[config.mk]
export PLATFORM = sky130hd
export DESIGN_NAME = cmp_timer
export DESIGN_NICKNAME = d
export VERILOG_FILES = /design/src/rtl/cmp_timer_pkg.sv /design/src/rtl/cmp_timer_ctrl.sv /design/src/rtl/cmp_timer_dp.sv /design/src/rtl/cmp_timer.sv
export SDC_FILE = /design/constraint.sdc
export NUM_CORES = 1
export LEC_CHECK = 0
export ABC_AREA = 1
export BUFFER_PORTS_ARGS = -buffer_cell sky130_fd_sc_hd__buf_2
export CAP_MARGIN = 20
export CORE_AREA = 2 2 101 142
export DETAILED_ROUTE_END_ITERATION = 10
export DIE_AREA = 0 0 103 144
export PLACE_DENSITY = 0.8
export REMOVE_ABC_BUFFERS = 1
export SKIP_CTS_REPAIR_TIMING = 1
export SKIP_LAST_GASP = 1
export SLEW_MARGIN = 10
export SYNTH_ARGS = -nofsm -noshare
export SYNTH_HDL_FRONTEND = slang
export SYNTH_HIERARCHICAL = 1
export SYNTH_SLANG_ARGS = --single-unit
[constraint.sdc]
create_clock -name clk -period 4.9 [get_ports clk]
set_input_delay 0.245 -clock clk [delete_from_list [all_inputs] [get_ports clk]]
set_output_delay 0.245 -clock clk [all_outputs]
set_load 0.1 [all_outputs]
[src/rtl/cmp_timer_pkg.sv]
package cmp_timer_pkg;
  localparam int CNT_W   = 32;
  localparam int ADDR_W  = 8;
  localparam int MPRE_W  = 12;
  localparam int XPRE_W  = 4;
  localparam int SRC_W   = 3;

  localparam logic [ADDR_W-1:0] OFS_CTRL = 8'h00;
  localparam logic [ADDR_W-1:0] OFS_PRE  = 8'h04;
  localparam logic [ADDR_W-1:0] OFS_STAT = 8'h08;
  localparam logic [ADDR_W-1:0] OFS_IE   = 8'h0C;
  localparam logic [ADDR_W-1:0] OFS_CMP  = 8'h10;
  localparam logic [ADDR_W-1:0] OFS_CNT  = 8'h24;

  // control field positions
  localparam int B_RUN   = 0;
  localparam int B_WAIT  = 3;
  localparam int B_SRC   = 6;
  localparam int B_FREE  = 9;
  localparam int B_XEN   = 10;
  localparam int B_XPRE  = 12;

  typedef enum logic [SRC_W-1:0] {
    SRC_NONE = 3'd0,
    SRC_BUS  = 3'd1,
    SRC_PER  = 3'd2,
    SRC_XTAL = 3'd5
  } tickSrc_e;

  typedef struct packed {
    logic              run;
    logic [SRC_W-1:0]  src;
    logic              freeRun;
    logic              xtalEn;
    logic [MPRE_W-1:0] mainPre;
    logic [XPRE_W-1:0] xtalPre;
    logic [CNT_W-1:0]  cmpVal;
  } dpCfg_t;

  typedef struct packed {
    logic restart;
    logic clrFlag;
  } dpStrobe_t;
endpackage

[src/rtl/cmp_timer_ctrl.sv]
module cmp_timer_ctrl
  import cmp_timer_pkg::*;
(
  input  logic              clk,
  input  logic              rstN,
  input  logic [ADDR_W-1:0] regAddr,
  input  logic              regWe,
  input  logic [31:0]       regWdata,
  output logic [31:0]       regRdata,
  input  logic [CNT_W-1:0]  cntVal,
  input  logic              flagSt,
  output logic              ieBit,
  output dpCfg_t            cfg,
  output dpStrobe_t         stb
);
  logic waitEn;

  logic wrCtrl, wrPre, wrStat, wrIe, wrCmp;
  assign wrCtrl = regWe && (regAddr == OFS_CTRL);
  assign wrPre  = regWe && (regAddr == OFS_PRE);
  assign wrStat = regWe && (regAddr == OFS_STAT);
  assign wrIe   = regWe && (regAddr == OFS_IE);
  assign wrCmp  = regWe && (regAddr == OFS_CMP);

  always_ff @(posedge clk or negedge rstN) begin
    if (!rstN) begin
      cfg    <= '0;
      waitEn <= 1'b0;
      ieBit  <= 1'b0;
    end else begin
      if (wrCtrl) begin
        cfg.run     <= regWdata[B_RUN];
        waitEn      <= regWdata[B_WAIT];
        cfg.src     <= regWdata[B_SRC +: SRC_W];
        cfg.freeRun <= regWdata[B_FREE];
        cfg.xtalEn  <= regWdata[B_XEN];
      end
      if (wrPre) begin
        cfg.mainPre <= regWdata[MPRE_W-1:0];
        cfg.xtalPre <= regWdata[B_XPRE +: XPRE_W];
      end
      if (wrIe)  ieBit      <= regWdata[0];
      if (wrCmp) cfg.cmpVal <= regWdata[CNT_W-1:0];
    end
  end

  always_comb begin
    stb         = '0;
    stb.restart = wrCtrl && regWdata[B_RUN] && !cfg.run;
    stb.clrFlag = wrStat && regWdata[0];
  end

  always_comb begin
    regRdata = '0;
    unique case (regAddr)
      OFS_CTRL: begin
        regRdata[B_RUN]           = cfg.run;
        regRdata[B_WAIT]          = waitEn;
        regRdata[B_SRC +: SRC_W]  = cfg.src;
        regRdata[B_FREE]          = cfg.freeRun;
        regRdata[B_XEN]           = cfg.xtalEn;
      end
      OFS_PRE: begin
        regRdata[MPRE_W-1:0]      = cfg.mainPre;
        regRdata[B_XPRE +: XPRE_W] = cfg.xtalPre;
      end
      OFS_STAT: regRdata[0]          = flagSt;
      OFS_IE:   regRdata[0]          = ieBit;
      OFS_CMP:  regRdata[CNT_W-1:0]  = cfg.cmpVal;
      OFS_CNT:  regRdata[CNT_W-1:0]  = cntVal;
      default:  regRdata             = '0;
    endcase
  end
endmodule

[src/rtl/cmp_timer_dp.sv]
module cmp_timer_dp
  import cmp_timer_pkg::*;
(
  input  logic             clk,
  input  logic             rstN,
  input  logic             busTick,
  input  logic             perTick,
  input  logic             xtalTick,
  input  dpCfg_t           cfg,
  input  dpStrobe_t        stb,
  output logic [CNT_W-1:0] cntVal,
  output logic             flagSt,
  output logic             divTick
);
  logic [XPRE_W-1:0] xtalCnt;
  logic [MPRE_W-1:0] preCnt;
  logic              xtalHit, xtalDiv, selTick;
  logic [CNT_W-1:0]  nextCnt;

  // crystal path: own divider when enabled, bypass otherwise
  assign xtalHit = (xtalCnt == cfg.xtalPre);
  assign xtalDiv = xtalTick && (cfg.xtalEn ? xtalHit : 1'b1);

  always_ff @(posedge clk or negedge rstN) begin
    if (!rstN)                                  xtalCnt <= '0;
    else if (stb.restart)                       xtalCnt <= '0;
    else if (cfg.run && cfg.xtalEn && xtalTick) xtalCnt <= xtalHit ? '0 : xtalCnt + 1'b1;
  end

  always_comb begin
    unique case (cfg.src)
      SRC_BUS:  selTick = busTick;
      SRC_PER:  selTick = perTick;
      SRC_XTAL: selTick = xtalDiv;
      default:  selTick = 1'b0;
    endcase
  end

  // main prescaler
  assign divTick = cfg.run && selTick && (preCnt == cfg.mainPre);

  always_ff @(posedge clk or negedge rstN) begin
    if (!rstN)                    preCnt <= '0;
    else if (stb.restart)         preCnt <= '0;
    else if (cfg.run && selTick)  preCnt <= (preCnt == cfg.mainPre) ? '0 : preCnt + 1'b1;
  end

  // counter and compare
  assign nextCnt = (!cfg.freeRun && (cntVal == cfg.cmpVal)) ? '0 : cntVal + 1'b1;

  always_ff @(posedge clk or negedge rstN) begin
    if (!rstN)            cntVal <= '0;
    else if (stb.restart) cntVal <= '0;
    else if (divTick)     cntVal <= nextCnt;
  end

  always_ff @(posedge clk or negedge rstN) begin
    if (!rstN)                                  flagSt <= 1'b0;
    else if (divTick && nextCnt == cfg.cmpVal)  flagSt <= 1'b1;
    else if (stb.clrFlag)                       flagSt <= 1'b0;
  end
endmodule

[src/rtl/cmp_timer.sv]
module cmp_timer
  import cmp_timer_pkg::*;
(
  input  logic              clk,
  input  logic              rstN,
  input  logic              busTick,
  input  logic              perTick,
  input  logic              xtalTick,
  input  logic [ADDR_W-1:0] regAddr,
  input  logic              regWe,
  input  logic [31:0]       regWdata,
  output logic [31:0]       regRdata,
  output logic              irqOut
);
  dpCfg_t           cfg;
  dpStrobe_t        stb;
  logic [CNT_W-1:0] cntVal;
  logic             flagSt, ieBit, divTick;

  cmp_timer_ctrl u_ctrl (
    .clk(clk), .rstN(rstN), .regAddr(regAddr), .regWe(regWe),
    .regWdata(regWdata), .regRdata(regRdata), .cntVal(cntVal),
    .flagSt(flagSt), .ieBit(ieBit), .cfg(cfg), .stb(stb)
  );

  cmp_timer_dp u_dp (
    .clk(clk), .rstN(rstN), .busTick(busTick), .perTick(perTick),
    .xtalTick(xtalTick), .cfg(cfg), .stb(stb), .cntVal(cntVal),
    .flagSt(flagSt), .divTick(divTick)
  );

  assign irqOut = flagSt && ieBit;
endmodule

* Word level (Yosys, flattened, before mapping)
Cells that the tools add are included.
** Word-level totals
- Bits in writable memories :: 0
- Logic and storage cells :: 71
- Output and inout bits :: 33
- Bits in registers :: 105
- Latch bits :: 0
- Memories :: 0
- Input port bits :: 46
- Memory bits (read-only) :: 0
** Cells by class
- Multipliers :: 0
- Order comparisons :: 0
- Reductions and logical operators :: 23
- Mux-type cells :: 20
- Div/mod/pow operators :: 0
- Equality and inequality tests :: 12
- $add $sub $neg :: 3
- Bitwise logic cells :: 0
- Shift operators :: 0
** Operators with widths (count)
- 2-to-1 mux 32 bit :: 3
- == test 32 bit :: 2
- 2-to-1 mux 12 bit :: 3
- adder 32 x 1 -> 32 bit, second input constant :: 1
- case mux 16 bit (2 select lines) :: 1
- case mux 5 bit (4 select lines) :: 1
- == test 8 x 4 -> 1 bit, second input constant :: 2
- logical AND 1 bit :: 16
- case mux 5 bit (3 select lines) :: 1
- adder 12 x 1 -> 12 bit, second input constant :: 1
- == test 12 bit :: 1
- 2-to-1 mux 4 bit :: 3
- case mux 2 bit (3 select lines) :: 2
- == test 8 x 3 -> 1 bit, second input constant :: 1
- == test 8 x 5 -> 1 bit, second input constant :: 1
- == test 8 x 6 -> 1 bit, second input constant :: 1
- logical NOT 8 bit :: 1
- nonzero test 2 bit :: 4
- case mux 1 bit (6 select lines) :: 1
- adder 4 x 1 -> 4 bit, second input constant :: 1
- == test 4 bit :: 1
- case mux 1 bit (4 select lines) :: 1
- == test 3 x 1 -> 1 bit, second input constant :: 1
- == test 3 x 2 -> 1 bit, second input constant :: 1
- 4 further kinds :: 7

* Depth between registers and ports, before layout
Gate-level depths: netlist of the first run.
- Word-level depth :: 8
- Depth in mapped cells :: 21
- Gate-level depth less buffers :: 19

* By module
Netlist of the first run, hierarchy kept.
** By module, submodules not included
- cmp_timer_dp :: seq. area each 1226.2 um^2, area an instance 4269.1 um^2, instances 1, cells each 688
- cmp_timer_ctrl :: seq. area each 1401.3 um^2, area an instance 3059.2 um^2, instances 1, cells each 404
- cmp_timer :: seq. area each 0.0 um^2, area an instance 7.5 um^2, instances 1, cells each 2

* Worst setup path before layout of the first run
Ideal clock, no wire load.
- Path kind :: input-to-output
- Start point :: input regAddr[6]
- End point :: output regRdata[21]
- Arrival time :: 2.927 ns
- Required time :: 4.655 ns
- Setup slack :: 1.728 ns
- Stages :: 6
- Buffers on the path :: 1
- Cell sequence :: inv_1 nand2_2 nor2_2 nand2_4 clkbuf_1 o21ai_0
** Between the ends
- Cells in the longest elaborated chain, start to end :: 2
- Elaborated cells between the ends (all ways) :: 3
- Those cells by class :: eq/ne (2); mux (1)
** RTL lines
- from (decl) :: RTL line cmp_timer.sv:9 : input logic [ADDR_W-1:0] regAddr,
- == test 8 x 6 -> 1 bit / == test 8 x 5 -> 1 bit (equally long branches) :: RTL line cmp_timer_ctrl.sv:55 : unique case (regAddr)
- case mux 16 bit (2 select lines) (*) :: RTL line cmp_timer_ctrl.sv:55
- to (decl) :: RTL line cmp_timer.sv:12 : output logic [31:0] regRdata,
Every way passes the cells marked *; elsewhere a longest branch is shown, timed or not.

==> results_dict.tcl, run 1 <==
set metrics [dict create \
    max_slew.worst_pin.slew_ns 0.971 \
    cts-htree-levels 3 \
    grt_first_pass_wirelength_um 33700 \
    combPwrFrac 0.107 \
    ys_warn_count 6 \
    grt_pass1_vias 7026 \
    ios 79 \
    ys_seq_area_frac 0.358 \
    outcome "completed" \
    post-route-drc-count 0 \
    endpoint "u_dp/cntVal[19]" \
    dieArea_um2 14800 \
    fin_nets 1207 \
    p_leak_nw 4.77 \
    core_area_um2 13700 \
    place_ws_ns 1.81 \
    clkTransAtPathRegs_ns 0.07 \
    synth_top_cell_area_share 0.358 \
    rows 51 \
    syn_avg_cell_area_um2 6.71 \
    pwr-share-clk 0.438 \
    cts_root_buf "clkbuf_16" \
    crit_type "input port to flop" \
    yosysTopAreaCell "dfrtp_1" \
    hold_path.class "input port to flop" \
    cp_common_cell "nor2_4" \
    final_cell_count_no_fill 1348 \
    setup_ws_ns 2.19 \
    io_buffers 78 \
    path_depth 12 \
    crit_start "regAddr[1]" \
    cts_tree "done" \
    vias_per_cell 5.39 \
    die_w_um 103 \
    grt_usage 0.294 \
    routed-via-count 7272 \
    final_hold_viol_count 0 \
    multi_input_area_um2 3920 \
    syn_area_um2 7340 \
    synth_cell_types 39 \
    globalplace.congestion 0.981 \
    diodes 0 \
    totalPowerFinal_mw 2.07 \
    switchingPower_mw 0.533 \
    layout_min_cycle_time_ns 2.71 \
    cts_sinks 105 \
    fin_crit_sh 0.553 \
    cp-start-kind "input port" \
    p_int_mw 1.54 \
    critPathArrivalTime_ns 2.93 \
    ys_ff_latch 105 \
    dp_hpwl_um 15300 \
    max_freq_mhz 369 \
    power_density_nw_per_um2 253 \
    reg2reg_slack_ns 2.22 \
    r2r_cells 18 \
    cp-end-kind "flop" \
    drive_above_1_share 0.128 \
    synth_ff_type "dfrtp_1" \
    critPathMaxFanout 32 \
    seqCellArea_um2 2630 \
    finClkSkew_ns 0.00502 \
    path_delay_family "simple AND/OR/NAND/NOR gates" \
    irDropWorstVdd_mv 0.202 \
    yosys-top-cells-area "dfrtp_1, nand2_1, inv_1" \
    clock_latency_ns 0.36 \
    synth_edf_count 0 \
    final_max_slew_viol_count 0 \
    finalInstanceArea_um2 8180 \
    antenna_found_initial 0 \
    max_cap_violations 0 \
    dp_cells 1330 \
    wl_per_cell_um 15.3 \
    gr-total-overflow 0 \
    slew_headroom 0.351 \
    drt_pass1_iterations 5 \
    worstPathBufferInverterCount 4 \
    critical_path_required_ns 5.12 \
    synthArstFlopShare 1.00 \
    drtAntennaViolNets 0 \
    numCtsBuffers 9 \
    setup_viol 0 \
    first_iter_violations 522 \
    area_delta_synth_final_pct 11.5 \
    syn_inst 1094 \
    slowest_stage "nand2_1" \
    p_seq_frac 0.455 \
    tns_ns 0 \
    die_h_um 144 \
    grt_max_degree 63 \
    rsz0062_at_grt "no" \
    post_dp_cell_area_um2 7780 \
    initial_core_util 0.537 \
    r2r_start "u_dp/cntVal[1]" \
    ctsLongestPathBuffers 2 \
    critPathMaxStageDelay_ns 0.43 \
    reg2reg_to "u_dp/flagSt" \
    routed_wl_um 20700 \
    worstPathCellList "buf_2 -> nor2_4 -> nand3_2 -> nor2_4 -> nand3_1 -> nor2_1 -> clkinv_1 -> nand2_1 -> inv_1 -> nor2_2 -> buf_4 -> o22ai_1" \
    num-fill-cells 1340 \
    p_sw_frac 0.258 \
]
## sequential cells by signal (all words and copies together), names as in the netlist
signal	flops
u_dp/xtalCnt	4
u_dp/cntVal	32
u_dp/flagSt	1
u_ctrl/ieBit	1
u_ctrl/cfg	54
u_ctrl/waitEn	1
u_dp/preCnt	12
## Yosys cell counts, types with 3 or more instances
cell and count:
nor2_4 5, nand3_1 86, inv_2 9, dfrtp_1 105, nand3b_1 6, a21oi_1 8, o21ai_0 52, nand4_1 8
o22ai_1 34, o21ai_1 24, buf_6 8, nand2_1 382, nor3_1 27, ha_1 3, xnor2_1 8, nand2_2 6
o21ai_2 13, clkbuf_1 7, xor2_1 40, buf_4 9, nor2_2 5, inv_1 143, buf_2 5, nor2_1 81
## power by group through the flow
stage,Sequential (mW),Clock (mW),Combinational (mW)
after CTS,0.941,0.916,0.221
after detailed placement,0.958,0,0.219
after global placement,0.957,0,0.216
after floorplan,0.945,0,0.144
after global routing,0.947,0.942,0.253
final,0.942,0.905,0.222
## cell families (layout without fill, tap and decap cells)
kind of cell	Yosys count	in the layout	synth area share
adders and majority gates	3	3	0.00512
buffers and inverters	184	253	0.108
xor gates and xnor gates	49	49	0.0595
DFF	105	105	0.358
AOI/OAI and AO/OA	136	136	0.107
and+or+nand+nor	617	617	0.362
## layout make-up
cell class / count / area share
clock buffers: 9 / 0.0275
clock inverters: 7 / 0.0182
inverters: 154 / 0.0707
multi-input cells: 805 / 0.480
flip-flops and latches: 105 / 0.321
well taps: 185 / 0.0283
repair buffers: 83 / 0.0545
## per-layer routing
layer,global-route usage,vias to the layer above,routed length (um)
li1,-,3605,-
met2,0.516,247,10600
met5,0,-,0
met1,0.336,3331,8010
met3,0.0309,89,883
met4,0.184,0,1200
## metrics by stage
stage / hold slack [ns] / utilization
after floorplan: -0.0506 / -
after global placement: 0.287 / 0.569
after detailed placement: 0.285 / 0.569
after CTS: -0.0979 / 0.597
after global routing: 0.108 / 0.599
final: 0.0958 / 0.599
## worst reg2reg max path, cell delays in order (launching register included)
cell,delay [ns]
dfrtp_1,0.43
ha_1,0.28
nand2_1,0.14
nor2_2,0.11
nand2_1,0.15
nor2_2,0.21
nand2_2,0.13
nor2_4,0.17
xor2_2,0.16
nand2_1,0.09
nand2_1,0.08
nand2_1,0.06
nor2_1,0.11
nand2_1,0.06
nor2_1,0.10
nand2_1,0.06
nor2_1,0.14
nand2_1,0.07
nand2_1,0.06
## layout by cell type, fill, tap and decap left out, types with 5 or more instances in the layout
master	Yosys	final
o21ai_1	24	24
buf_2	5	77
a21oi_1	8	8
inv_1	143	143
xnor2_1	8	8
nand4_1	8	8
o22ai_1	34	34
o21ai_2	13	13
clkbuf_16	0	9
dfrtp_1	105	105
nor3_1	27	27
nand3b_1	6	6
nor2_1	81	80
nand3_1	86	85
nand2_2	6	6
inv_2	9	9
nor2_4	5	5
o21ai_0	52	52
xor2_1	40	40
nand2_1	382	382
nor2_2	5	6
## worst min path at each step
| stage | from | cells past startpoint | end | slack, ns |
|---|---|---|---|---|
| final | regWdata[19] | 3 | u_ctrl/cfg[19] | 0.1 |
| after global routing | regWdata[19] | 3 | u_ctrl/cfg[19] | 0.11 |
| after CTS | rstN | 1 | u_ctrl/cfg[28] | -0.1 |
| after detailed placement | rstN | 1 | u_ctrl/cfg[28] | 0.29 |
| after global placement | rstN | 1 | u_ctrl/cfg[28] | 0.29 |
| after floorplan | rstN | 0 | u_ctrl/cfg[0] | -0.05 |
Power figures use the tool's default switching activity.
==> run 2: changes to the inputs <==
CORE_AREA = 2 2 102 143   (was 2 2 101 142)
DIE_AREA = 0 0 104 145   (was 0 0 103 144)
PLACE_DENSITY = 0.82   (was 0.8)
clock period = 2.35 ns   (was 4.9 ns; I/O delays follow)
==> run 2 against run 1 <==
- the run now ends with hold timing left
- register-to-register slack got worse by 2.2 ns
- clock skew rose by 0.0025 ns
- sequential power rose by 110%
- critical endpoint is now u_dp/flagSt
- global-route usage rose by 0.72 points
- flip-flop and latch count did not move
- combinational power rose by 140%
- sequential share of layout area fell by 3.1 points
- via count rose by 6.9%
- clock power rose by 66%
- setup slack got worse by 2.2 ns
==> results_dict.tcl, run 2 (synthesized netlist as in run 1, its figures left out) <==
set metrics [dict create \
    outcome "finished with violations" \
    violations "hold timing" \
    crit_type "flop to flop" \
    critPathArrivalTime_ns 2.65 \
    setup_viol 0 \
    worstPathCellList "buf_6 -> buf_4 -> nand2_1 -> nor2_1 -> nand2_1 -> nor2_4 -> xor2_1 -> nand2_1 -> nand2_1 -> nand2_1 -> nor2_2 -> nand2_1 -> nor2_1 -> nand2_1 -> nor2_1 -> nand2_1 -> nand2_1" \
    antenna_found_initial 0 \
    final_max_slew_viol_count 0 \
    layout_common_cells "nand2_1, inv_1, dfrtp_1" \
    post-route-drc-count 0 \
    fin_crit_sh 0.999 \
    timing.hold.ws_ns -0.0335 \
    slowest_stage "dfrtp_1" \
    grt_pass1_vias 7320 \
    core_area_um2 13800 \
    num-fill-cells 1230 \
    holdPathEnd "u_ctrl/cfg[21]" \
    critPathMaxStageDelay_ns 0.36 \
    dp_hpwl_um 17200 \
    reg_top3 "u_ctrl/cfg: 54 flops, u_dp/cntVal: 32 flops, u_dp/preCnt: 12 flops" \
    cts_tree "done" \
    diodes 0 \
    routed_wl_um 23200 \
    rsz0062_at_grt "yes" \
    critPathMaxFanout 5 \
    finalInstanceArea_um2 9100 \
    reg2reg_to "u_dp/flagSt" \
    switchingPower_mw 1.18 \
    layout_min_cycle_time_ns 2.35 \
    clock_latency_ns 0.36 \
    final_common_cell "nand2_1" \
    max_cap_violations 0 \
    cts_sinks 105 \
    die_h_um 145 \
    initial_core_util 0.532 \
    max_slew.worst_pin.slew_ns 0.617 \
    dieArea_um2 15100 \
    cts-htree-levels 3 \
    clkTransAtPathRegs_ns 0.08 \
    cts_root_buf "clkbuf_16" \
    p_sw_frac 0.295 \
    p_seq_frac 0.491 \
    path_delay_family "simple AND/OR/NAND/NOR gates" \
    post_dp_cell_area_um2 8310 \
    top_usage_layer "met2" \
    p_leak_nw 5.15 \
    ios 79 \
    cp-start-kind "flop" \
    r2r_cells 17 \
    multi_input_area_um2 4080 \
    hp-start "regWdata[21]" \
    power_density_nw_per_um2 439 \
    rows 51 \
    fin_nets 1281 \
    pwr-share-clk 0.375 \
    tns_ns 0 \
    grtUsageMet1 0.341 \
    routed-via-count 7774 \
    globalplace.congestion 1.03 \
    cp-end-kind "flop" \
    max_freq_mhz 426 \
    slew_headroom 0.587 \
    drt_pass1_iterations 7 \
    final_hold_viol_count 16 \
    grt_use_met2 0.535 \
    io_buffers 78 \
    die_w_um 104 \
    first_iter_violations 588 \
    area_delta_synth_final_pct 24.1 \
    largest_reg_flops 54 \
    r2r_start "u_dp/cntVal[17]" \
    seqCellArea_um2 2640 \
    combPwrFrac 0.134 \
    numCtsBuffers 9 \
    whs_path_depth 3 \
    wl_per_cell_um 16.3 \
    drtAntennaViolNets 0 \
    critical_path_required_ns 2.65 \
    regMostFlops "u_ctrl/cfg" \
    reg2reg_slack_ns 0.002 \
    worstPathBufferInverterCount 2 \
    p_int_mw 2.82 \
    hold_path.class "input port to flop" \
    vias_per_cell 5.47 \
    place_ws_ns -0.0181 \
    met3_usage 0.0319 \
    gr-total-overflow 0 \
    cp_common_cell "nand2_1" \
    setup_ws_ns 0.00236 \
    grt_usage 0.301 \
    drive_above_1_share 0.213 \
    finClkSkew_ns 0.00751 \
    grt_first_pass_wirelength_um 36100 \
    irDropWorstVdd_mv 0.365 \
    totalPowerFinal_mw 4.00 \
    grt_max_degree 43 \
    ctsLongestPathBuffers 2 \
]
run 2: metrics by stage:
stage	std cells	util
final	1422	0.660
after global routing	1422	0.660
after CTS	1391	0.624
after detailed placement	1375	0.603
after global placement	1375	0.603
after floorplan	1064	-
run 2: layout make-up:
cell class / count / share of cell area
Multi-Input combinational cell: 805 / 0.448
Sequential cell: 105 / 0.290
Timing Repair Buffer: 157 / 0.141
Inverter: 154 / 0.0635
Tap cell: 185 / 0.0254
Clock buffer: 9 / 0.0247
Clock inverter: 7 / 0.00687
run 2: worst max path at each step:
stage | from | to | slack, ns | cells past startpoint
floorplan | regAddr[7] | u_dp/preCnt[5] | -0.61 | 12
global placement | u_dp/cntVal[4] | u_dp/flagSt | -0.0006 | 15
detailed placement | u_dp/cntVal[4] | u_dp/flagSt | -0.02 | 15
CTS | u_dp/cntVal[4] | u_dp/flagSt | -0.03 | 15
global route | u_dp/cntVal[1] | u_dp/flagSt | -0.14 | 14
finish | u_dp/cntVal[17] | u_dp/flagSt | 0.002 | 17
run 2: worst register-to-register path: stages (launching register included):
cell and delay [ns]:
dfrtp_1 0.36, buf_6 0.12, buf_4 0.12, nand2_1 0.10, nor2_1 0.24, nand2_1 0.15
nor2_4 0.18, xor2_1 0.21, nand2_1 0.09, nand2_1 0.10, nand2_1 0.07, nor2_2 0.14
nand2_1 0.06, nor2_1 0.10, nand2_1 0.06, nor2_1 0.09, nand2_1 0.06, nand2_1 0.05
run 2: power groups by stage:
stage | registers, mW | clock network (mW) | logic, mW
floorplan | 1.97 | 0 | 0.299
global placement | 1.99 | 0 | 0.481
detailed placement | 1.99 | 0 | 0.490
CTS | 1.96 | 1.52 | 0.494
global route | 1.97 | 1.57 | 0.600
finish | 1.96 | 1.50 | 0.535
run 2: metal layers:
| layer | routed length [um] | part of all wire | vias up |
|---|---|---|---|
| met1 | 8520 | 0.37 | 3555 |
| met5 | 0 | 0 | - |
| met4 | 1510 | 0.065 | 0 |
| met3 | 1340 | 0.058 | 104 |
| met2 | 11800 | 0.51 | 363 |
| li1 | - | - | 3752 |
==> run 3: changes to the inputs <==
RECOVER_POWER = 100   (was unset)
TNS_END_PERCENT = 50   (was unset)
==> run 3 against run 2 <==
- the flow finishes with violations (hold timing, setup timing)
- via count is 1.3% lower
- sequential share of layout area is 0.88 points higher
- power is 0.71% lower
- combinational power is 4.9% lower
- worst hold slack worse by 0.0054 ns
- critical path depth is 3 lower
- register-to-register slack worse by 0.02 ns
- core utilization is 1.9 points lower
- global-route usage stayed put
- critical path type unchanged
- critical endpoint unchanged
- largest cell class unchanged
- largest power group unchanged
==> results_dict.tcl, run 3 (synthesized netlist as in run 1, its figures left out) <==
set metrics [dict create \
    dp_hpwl_um 17200 \
    clock_latency_ns 0.36 \
    routed-via-count 7670 \
    drt_pass1_iterations 5 \
    layout_min_cycle_time_ns 2.36 \
    wl_per_cell_um 16.3 \
    grt_pass1_vias 7320 \
    p_leak_nw 5.03 \
    rows 51 \
    cp-start-kind "flop" \
    hp-start "regWdata[21]" \
    cp-end-kind "flop" \
    critPathMaxStageDelay_ns 0.43 \
    gr-total-overflow 0 \
    ios 79 \
    critPathMaxFanout 6 \
    slowest_stage "dfrtp_2" \
    hold_path.class "input port to flop" \
    worstPathCellList "nand3_2 -> nor3_4 -> buf_4 -> nand2_1 -> nor2_1 -> xor2_1 -> nand2_1 -> nand2_1 -> nand3_1 -> nor3_1 -> nand2_1 -> nor2_1 -> nand2_1 -> nand2_1" \
    final_common_cell "nand2_1" \
    numCtsBuffers 9 \
    setup_ws_ns -0.0137 \
    die_h_um 145 \
    critPathArrivalTime_ns 2.66 \
    fin_nets 1281 \
    vias_per_cell 5.39 \
    timing.hold.ws_ns -0.0389 \
    power_density_nw_per_um2 449 \
    initial_core_util 0.532 \
    irDropWorstVdd_mv 0.363 \
    cts_sinks 105 \
    ctsLongestPathBuffers 2 \
    finClkSkew_ns 0.00732 \
    final_max_slew_viol_count 0 \
    diodes 0 \
    fin_crit_sh 1.01 \
    grt_first_pass_wirelength_um 36100 \
    die_w_um 104 \
    violations "hold timing, setup timing" \
    first_iter_violations 585 \
    r2r_start "u_dp/cntVal[1]" \
    drtAntennaViolNets 0 \
    routed_wl_um 23200 \
    largest_reg_flops 54 \
    cts_tree "done" \
    rsz0062_at_grt "yes" \
    area_delta_synth_final_pct 20.4 \
    critical_path_required_ns 2.65 \
    cts_root_buf "clkbuf_16" \
    antenna_found_initial 0 \
    drive_above_1_share 0.193 \
    regMostFlops "u_ctrl/cfg" \
    clkTransAtPathRegs_ns 0.07 \
    reg_top3 "u_ctrl/cfg: 54 flops, u_dp/cntVal: 32 flops, u_dp/preCnt: 12 flops" \
    dieArea_um2 15100 \
    tns_ns -0.0137 \
    totalPowerFinal_mw 3.97 \
    max_cap_violations 0 \
    outcome "finished with violations" \
    slew_headroom 0.230 \
    core_area_um2 13800 \
    setup_viol 1 \
    io_buffers 78 \
    max_freq_mhz 423 \
    cts-htree-levels 3 \
    grt_usage 0.301 \
    globalplace.congestion 1.03 \
    post-route-drc-count 0 \
    final_hold_viol_count 17 \
    grt_max_degree 43 \
    layout_common_cells "nand2_1, inv_1, dfrtp_1" \
    max_slew.worst_pin.slew_ns 1.16 \
    cp_common_cell "nand2_1" \
    crit_type "flop to flop" \
    crit_start "u_dp/cntVal[1]" \
]
[run 3: cell types whose count changed in the layout (fill, tap and decap cells not counted), moves of 4 or more]
cell | before | now
nor2_1 | 69 | 73
o21ai_1 | 24 | 7
buf_12 | 14 | 4
o21ai_0 | 52 | 79
buf_2 | 68 | 62
o21ai_2 | 13 | 3
buf_4 | 60 | 54
nand2_1 | 373 | 377
clkbuf_2 | 0 | 15
clkbuf_1 | 0 | 5
[run 3: where the power goes]
group	switching [mW]	internal (mW)	leakage, nW
logic	0.321	0.188	3.73
registers	0.0852	1.88	1.16
clock network	0.757	0.739	0.136
[run 3: worst max-delay path, delay by kind of cell, from the launching register on]
kind / cells / cell delay (ns)
and+or+nand+nor: 12 / 1.44
DFF: 1 / 0.43
xor gates and xnor gates: 1 / 0.23
buffers and inverters: 1 / 0.18
[run 3: through the flow]
step | area [um2] | setup slack, ns | instances | util
6_report | 8830 | -0.0137 | 1422 | 0.641
2_1_floorplan | 7120 | -0.611 | 1064 | -
3_3_place_gp | 8310 | -0.000648 | 1375 | 0.603
3_5_place_dp | 8310 | -0.0181 | 1375 | 0.603
5_1_grt | 8830 | -0.138 | 1422 | 0.641
4_1_cts | 8600 | -0.0280 | 1391 | 0.624
[run 3: routing by layer]
metal | global-route usage | wire [um] | share of wire
met1 | 0.341 | 8560 | 0.37
met2 | 0.535 | 11700 | 0.51
met3 | 0.0319 | 1270 | 0.055
met4 | 0.193 | 1580 | 0.068
met5 | 0 | 0 | 0
[run 3: layout make-up]
cell class,instances,area (um2)
fillers,1283,4950
clock inverters,7,62.6
inverters,154,578
flip-flops and latches,105,2640
repair buffers,157,1120
well taps,185,231
multi-input cells,805,3970
clock buffers,9,225
[run 3: worst paths after layout]
| check | to | slack (ns) | cells after the start |
|---|---|---|---|
| max in group asynchronous | u_ctrl/cfg[15] | 0.58 | 3 |
| worst max register to register | u_dp/flagSt | -0.01 | 14 |
| worst min register to register | u_ctrl/waitEn | 0.49 | 2 |
| worst max-delay path | u_dp/flagSt | -0.01 | 14 |
| min in group asynchronous | u_ctrl/cfg[21] | 0.47 | 2 |
| worst min-delay path | u_ctrl/cfg[21] | -0.04 | 3 |
